$ cat src/rtl/pfd_pkg.sv
package pfd_pkg;

  typedef enum logic {
    MODE_STBY = 1'b0,
    MODE_RUN  = 1'b1
  } mode_e;

  typedef struct packed {
    logic up;
    logic dn;
  } pump_t;

endpackage

$ cat src/rtl/pfd_div.sv
module pfd_div #(
  parameter int DIV_W = 8
) (
  input  logic             clk,
  input  logic             rst_n,
  input  logic             run_i,
  input  logic             sig_i,
  input  logic [DIV_W-1:0] ratio_i,
  output logic             tick_o
);

  localparam int CW = DIV_W + 1;

  logic             sig_q;
  logic [DIV_W-1:0] cnt_q, cnt_d;
  logic [DIV_W-1:0] act_q, act_d;
  logic             rise;
  logic             term;

  assign rise = sig_i & ~sig_q;
  assign term = ({1'b0, cnt_q} + CW'(1)) >= {1'b0, act_q};

  always_comb begin
    cnt_d  = cnt_q;
    act_d  = act_q;
    tick_o = 1'b0;
    if (!run_i) begin
      cnt_d = '0;
      act_d = ratio_i;
    end else if (rise) begin
      if (term) begin
        tick_o = 1'b1;
        cnt_d  = '0;
        act_d  = ratio_i;
      end else begin
        cnt_d = cnt_q + DIV_W'(1);
      end
    end
  end

  always_ff @(posedge clk or negedge rst_n) begin
    if (!rst_n) begin
      sig_q <= 1'b0;
      cnt_q <= '0;
      act_q <= '0;
    end else begin
      sig_q <= sig_i;
      cnt_q <= cnt_d;
      act_q <= act_d;
    end
  end


  ratio_hold_chk: assert property (@(posedge clk) disable iff (!rst_n)
    (run_i && $past(run_i) && cnt_q != '0) |-> $stable(act_q));


  restart_clear_chk: assert property (@(posedge clk) disable iff (!rst_n)
    !run_i |=> (cnt_q == '0));

endmodule

$ cat src/rtl/pfd_det.sv
module pfd_det
  import pfd_pkg::*;
(
  input  logic  clk,
  input  logic  rst_n,
  input  logic  run_i,
  input  logic  ref_tick_i,
  input  logic  fb_tick_i,
  output pump_t pump_o
);

  pump_t pump_q, pump_d;
  logic  up_n, dn_n;

  always_comb begin
    up_n   = pump_q.up | ref_tick_i;
    dn_n   = pump_q.dn | fb_tick_i;
    pump_d = '{up: up_n, dn: dn_n};
    if (!run_i || (up_n && dn_n)) begin
      pump_d = '{up: 1'b0, dn: 1'b0};
    end
  end

  always_ff @(posedge clk or negedge rst_n) begin
    if (!rst_n) begin
      pump_q <= '{up: 1'b0, dn: 1'b0};
    end else begin
      pump_q <= pump_d;
    end
  end

  assign pump_o = pump_q;


  up_dn_excl_chk: assert property (@(posedge clk) disable iff (!rst_n)
    !(pump_q.up && pump_q.dn));


  match_float_chk: assert property (@(posedge clk) disable iff (!rst_n)
    (ref_tick_i && fb_tick_i) |=> (!pump_q.up && !pump_q.dn));

endmodule

$ cat src/rtl/pfd_lock.sv
module pfd_lock
  import pfd_pkg::*;
#(
  parameter int LOCK_N = 4
) (
  input  logic  clk,
  input  logic  rst_n,
  input  logic  run_i,
  input  logic  ref_tick_i,
  input  pump_t pump_i,
  output logic  locked_o
);

  localparam int CNT_W = $clog2(LOCK_N + 1);

  pump_t            prev_q;
  logic [CNT_W-1:0] cnt_q, cnt_d;
  logic             wide;
  logic             full;

  assign wide = run_i & ((pump_i.up & prev_q.up) | (pump_i.dn & prev_q.dn));
  assign full = (cnt_q == CNT_W'(LOCK_N));

  always_comb begin
    cnt_d = cnt_q;
    if (wide) begin
      cnt_d = '0;
    end else if (run_i && ref_tick_i && !full) begin
      cnt_d = cnt_q + CNT_W'(1);
    end
  end

  always_ff @(posedge clk or negedge rst_n) begin
    if (!rst_n) begin
      prev_q <= '{up: 1'b0, dn: 1'b0};
      cnt_q  <= '0;
    end else begin
      prev_q <= pump_i;
      cnt_q  <= cnt_d;
    end
  end

  assign locked_o = full;


  wide_unlock_chk: assert property (@(posedge clk) disable iff (!rst_n)
    wide |=> !locked_o);


  lock_on_tick_chk: assert property (@(posedge clk) disable iff (!rst_n)
    $rose(locked_o) |-> $past(ref_tick_i));

endmodule

$ cat src/rtl/pfd_ps_core.sv
module pfd_ps_core
  import pfd_pkg::*;
#(
  parameter int DIV_W  = 8,
  parameter int LOCK_N = 4
) (
  input  logic             clk,
  input  logic             rst_n,
  input  logic             ref_in_i,
  input  logic             fb_in_i,
  input  logic             run_req_i,
  input  logic             sense_pos_i,
  input  logic [DIV_W-1:0] ref_ratio_i,
  input  logic [DIV_W-1:0] fb_ratio_i,
  output logic             pump_up_o,
  output logic             pump_dn_o,
  output logic             pump_oe_o,
  output logic             lock_o
);

  localparam int N_PATH = 2;

  logic             rst_meta, rst_s;
  mode_e            mode_q, mode_d;
  logic             run;
  logic [N_PATH-1:0] sig_in;
  logic [N_PATH-1:0] tick;
  logic [DIV_W-1:0] ratio_arr [N_PATH];
  pump_t            pump;
  logic             locked;

  always_ff @(posedge clk or negedge rst_n) begin
    if (!rst_n) begin
      rst_meta <= 1'b0;
      rst_s    <= 1'b0;
    end else begin
      rst_meta <= 1'b1;
      rst_s    <= rst_meta;
    end
  end

  always_comb begin
    mode_d = run_req_i ? MODE_RUN : MODE_STBY;
  end

  always_ff @(posedge clk or negedge rst_s) begin
    if (!rst_s) begin
      mode_q <= MODE_STBY;
    end else begin
      mode_q <= mode_d;
    end
  end

  assign run          = (mode_q == MODE_RUN);
  assign sig_in       = {fb_in_i, ref_in_i};
  assign ratio_arr[0] = ref_ratio_i;
  assign ratio_arr[1] = fb_ratio_i;

  for (genvar g = 0; g < N_PATH; g++) begin : g_path
    pfd_div #(.DIV_W(DIV_W)) u_div (
      .clk     (clk),
      .rst_n   (rst_s),
      .run_i   (run),
      .sig_i   (sig_in[g]),
      .ratio_i (ratio_arr[g]),
      .tick_o  (tick[g])
    );
  end

  pfd_det u_det (
    .clk        (clk),
    .rst_n      (rst_s),
    .run_i      (run),
    .ref_tick_i (tick[0]),
    .fb_tick_i  (tick[1]),
    .pump_o     (pump)
  );

  pfd_lock #(.LOCK_N(LOCK_N)) u_lock (
    .clk        (clk),
    .rst_n      (rst_s),
    .run_i      (run),
    .ref_tick_i (tick[0]),
    .pump_i     (pump),
    .locked_o   (locked)
  );

  always_comb begin
    pump_oe_o = run & (pump.up | pump.dn);
    pump_up_o = run & (sense_pos_i ? pump.up : pump.dn);
    pump_dn_o = run & (sense_pos_i ? pump.dn : pump.up);
    lock_o    = ~run | locked;
  end


  standby_float_chk: assert property (@(posedge clk) disable iff (!rst_s)
    !run_req_i |=> (!pump_oe_o && !pump_up_o && !pump_dn_o && lock_o));


  port_excl_chk: assert property (@(posedge clk) disable iff (!rst_s)
    !(pump_up_o && pump_dn_o));


  resume_quiet_chk: assert property (@(posedge clk) disable iff (!rst_s)
    (run_req_i && !run) |=> !pump_oe_o);

endmodule

$ cat config.mk
export PLATFORM = sky130hd
export DESIGN_NAME = pfd_ps_core
export DESIGN_NICKNAME = d
export VERILOG_FILES = /design/src/rtl/pfd_pkg.sv /design/src/rtl/pfd_div.sv /design/src/rtl/pfd_det.sv /design/src/rtl/pfd_lock.sv /design/src/rtl/pfd_ps_core.sv
export SDC_FILE = /design/constraint.sdc
export NUM_CORES = 1
export LEC_CHECK = 0
export BUFFER_PORTS_ARGS = -buffer_cell sky130_fd_sc_hd__buf_2
export CAP_MARGIN = 30
export CORE_AREA = 2 2 81 83
export DETAILED_ROUTE_END_ITERATION = 8
export DIE_AREA = 0 0 83 85
export GPL_TIMING_DRIVEN = 1
export PLACE_DENSITY = 0.65
export SLEW_MARGIN = 20
export SYNTH_ARGS = -nofsm -noshare
export SYNTH_HDL_FRONTEND = slang
export SYNTH_HIERARCHICAL = 1
export SYNTH_SLANG_ARGS = --single-unit
$ cat constraint.sdc
create_clock -name clk -period 2.2 [get_ports clk]
set_input_delay 0.66 -clock clk [delete_from_list [all_inputs] [get_ports clk]]
set_output_delay 0.66 -clock clk [all_outputs]
set_load 0.02 [all_outputs]
==> metrics.md <==
| Metric | Value |
|---|---|
| Status | `finished with violations` |
| Failing checks | `negative setup slack` |
| Area leader, netlist | `dfrtp_1` |
| Kind of critical path | `flop to flop` |
| CP Launch Type | `flop` |
| Avg Cell Area, Syn | `8.73 sq um` |
| Final Hold Fails | `0` |
| Reg-to-Reg Start | `g_path[0].u_div/cnt_q[0]` |
| Final core occ | `70.3%` |
| Synth Flop Type | `dfrtp_1` |
| Area Growth Syn to Fin | `46.5%` |
| Minimum clock period | `2.67 ns` |
| R2r endpoint | `u_lock/cnt_q[2]` |
| Fill count | `442` |
| Worst path bufs/invs | `0` |
| DP HPWL | `4790 um` |
| Adder-cell share of the synthesized area | `8.41%` |
| GRT overflow | `0` |
| First DRT Iteration DRCs | `163` |
| Syn_nets | `383` |
| Largest net degree at the start of global routing | `42` |
| WHS | `0.111 ns` |
| Post-route ant nets | `0` |
| Setup TNS | `-10.58 ns` |
| DR vias | `around 2,900` |
| Root buffer cell | `clkbuf_8` |
| Grt met2 use | `35.8%` |
| Initial DRT Pass Iterations | `4` |
| WL per Instance | `16.1 um` |
| Async SR Flop Fraction | `100%` |
| Critical path launch point | `g_path[0].u_div/cnt_q[0]` |
| IR drop worst, VDD | `0.459 mV` |
| Ys Warns | `6` |
| First-pass GRT wire length | `13,300 um` |
| #FFs+latches synth | `44` |
| RSZ-0062 raised after global routing | `yes` |
| Worst-Skew Late Latency | `0.31 ns` |
| Endpoints failing setup | `37` |
| RePlAce Congestion | `0.799` |
| Die Ht | `~85 um` |
| CP Capture Type | `flop` |
| Leak pwr | `0.00196 uW` |
| Die W | `~83 um` |
| CP Data Required Time | `2.43 ns` |
| Final nets | `463` |
| Post-Syn Area | `2980 sq um` |
| Mux cell area share after synthesis | `0.673%` |
| Full die area | `7060 sq um` |
| Tcrit/Tclk final | `122%` |
| Vias in the first global route | `approximately 2,900` |
| Worst setup path endpoint | `u_lock/cnt_q[2]` |
| Initial antenna violation count | `0` |
| Buffers on Ports | `25` |
| Synth Area in Compound Gates | `between 10% and 20%` |
| Design area | `roughly 4400 sq um` |
| Gate Count Post-Synth | `341` |
| Synth top area share | `between 30% and 40%` |
| Synth area leaders | `dfrtp_1 (37%), ha_1 (8.4%), o22ai_1 (5.9%), nand3_1 (5.4%), nand2_1 (5.2%)` |
| Hold-fix buffers at CTS | `0` |
| Top-level port count | `26` |
| CTS sink count | `44` |
| Fin worst setup slack | `-0.474 ns` |
| CTS max path bufs | `2` |
| EDFF count, synth | `0` |
| Worst hold path class | `primary input to async pin` |
| Starting density of the core | `48.0%` |
| FF-to-FF path depth | `12` |
| Post-Route WL | `8010 um` |
| Num CTS Buffers | `5` |
| Core Area | `6200 sq um` |
| Critical path depth | `12` |
| Critical Path AT | `2.90 ns` |
| Gr busiest metal | `met2` |
| Flop2flop setup slack | `-0.47 ns` |
| Avg Vias per Cell | `5.82` |
| Worst-path maximum fanout | `4` |
| Final Skew | `0.0153 ns` |
| Non-filler instance count after layout | `499` |
| Placed cell areas | `3680 sq um` |
| Max-cap violations | `0` |
| Post-Synth Simple-Gate Area | `22.3%` |
| Antenna cells | `0` |
| Fmax | `374 MHz` |
| Total GRT Usage | `22.7%` |
| Top cells by count, synth | `dfrtp_1 (44), nand2_1 (41), inv_1 (32), nand3_1 (32), o22ai_1 (28)` |
| Main combinational cell family by area after synthesis | `simple AND/OR/NAND/NOR gates` |
| Critical-path cell list | `ha_4, nand3_4, xnor2_1, ha_1, a21oi_1, nor2b_4, nor4_4, nand2_2, and3_4, nand2_4, and4bb_2, nor3_2` |
| Synth cell types | `between 40 and 50` |
| Final slew viol count | `0` |
| Top delay family on crit path | `simple AND/OR/NAND/NOR gates` |
| Inst Count DP | `roughly 470` |
| DRC | `0` |
| Slowest-stage cell, CP | `dfrtp_1` |
| Met3 Use GR | `4.77%` |
| Layout cells sized above 1 | `between 40% and 50%` |
| Row Count | `29` |
| Most numerous cell in the Yosys netlist | `dfrtp_1` |
| Post-Synth XOR/XNOR Area | `3.53%` |
| GRT met1 Usage | `around a third` |
| Sequential fraction of the synthesis area | `between 30% and 40%` |
| Clock slew at reported path FFs | `0.10 ns` |
| CTS tree | `built` |
| H-tree levels | `2` |
| Slowest stage delay, CP | `0.44 ns` |
| Power Dens Cells | `422 nW/um^2` |
-- worst register-to-register path, cell delays in order (launching register included) --
cell and delay, ns:
dfrtp_1 0.44, ha_4 0.19, nand3_4 0.09, xnor2_1 0.27, ha_1 0.32, a21oi_1 0.25, nor2b_4 0.09, nor4_4 0.27
nand2_2 0.09, and3_4 0.19, nand2_4 0.07, and4bb_2 0.22, nor3_2 0.09
-- cell type report --
cell class              count  area [sq um]  share of cell area (%)
multi-input cells         245          2230                    51.2
well taps                  77          96.3                    2.21
flip-flops and latches     44          1100                    25.3
clock buffers               5          68.8                    1.58
repair buffers             93           717                    16.4
inverters                  32           120                    2.75
clock inverters             3          21.3                   0.488
-- power by group --
group | switching [uW] | leakage [uW] | total (uW) | internal [uW]
combinational | 217 | 0.00137 | 408 | 191
clock | 304 | 0.0000445 | 530 | 226
sequential | 41.9 | 0.000553 | 902 | 860
-- flip-flops by register name, indices dropped and copies added, names as in the netlist --
name	cells
mode_q	1
g_path.u_div/sig_q	2
u_det/pump_o	2
rst_meta	1
u_lock/prev_q	2
u_lock/cnt_q	3
rst_s	1
g_path.u_div/cnt_q	16
g_path.u_div/act_q	16
-- layer usage --
layer	share of wire [%]	vias up
li1	-	1408
met1	47	1432
met2	48	55
met3	3.9	11
met4	1.1	0
met5	0	-
-- cells by family (layout without fill, tap and decap cells) --
group,count (synthesis),in the layout
AO/OA/AOI/OAI,84,84
XOR/XNOR,12,12
adder cells (fa/ha/maj),20,20
buffers and inverters,54,133
flip-flops,44,44
multiplexers,2,2
other,1,1
AND/OR/NAND/NOR,124,126
-- repair_timing --
item / 4_1_cts / 5_1_grt
pin swaps: 27 / 17
gates cloned: 2 / 0
buffers inserted: 16 / 8
setup endpoints to repair: 37 / 37
gates resized for setup: 41 / 36
-- stage by stage --
step / setup slack [ns] / power [uW]
5_1_grt: -0.632 / 1930
2_1_floorplan: -0.416 / 1120
3_3_place_gp: -0.377 / 1230
3_5_place_dp: -0.444 / 1250
4_1_cts: -0.370 / 1800
6_report: -0.474 / 1840
-- layout by cell type, fill, tap and decap left out, types with 6 or more instances in the layout --
master and n:
buf_4 58, dfrtp_1 41, nand2_1 38, inv_1 32, buf_2 25, ha_1 17
nand3_2 16, o22ai_1 16, nand3_1 12, o22ai_2 12, a31oi_1 12, nor2b_1 9
o21ai_1 6, o311ai_4 6, o311ai_2 6
-- worst min-delay path by stage --
stage	start	end	depth (start not counted)
final	rst_n	rst_s	1
after global routing	rst_n	rst_s	1
after CTS	rst_n	rst_s	1
after detailed placement	rst_s	g_path[1].u_div/sig_q	0
after global placement	rst_s	g_path[1].u_div/sig_q	0
after floorplan	rst_meta	rst_s	0
Note: power is estimated with default switching activity, not from simulation.
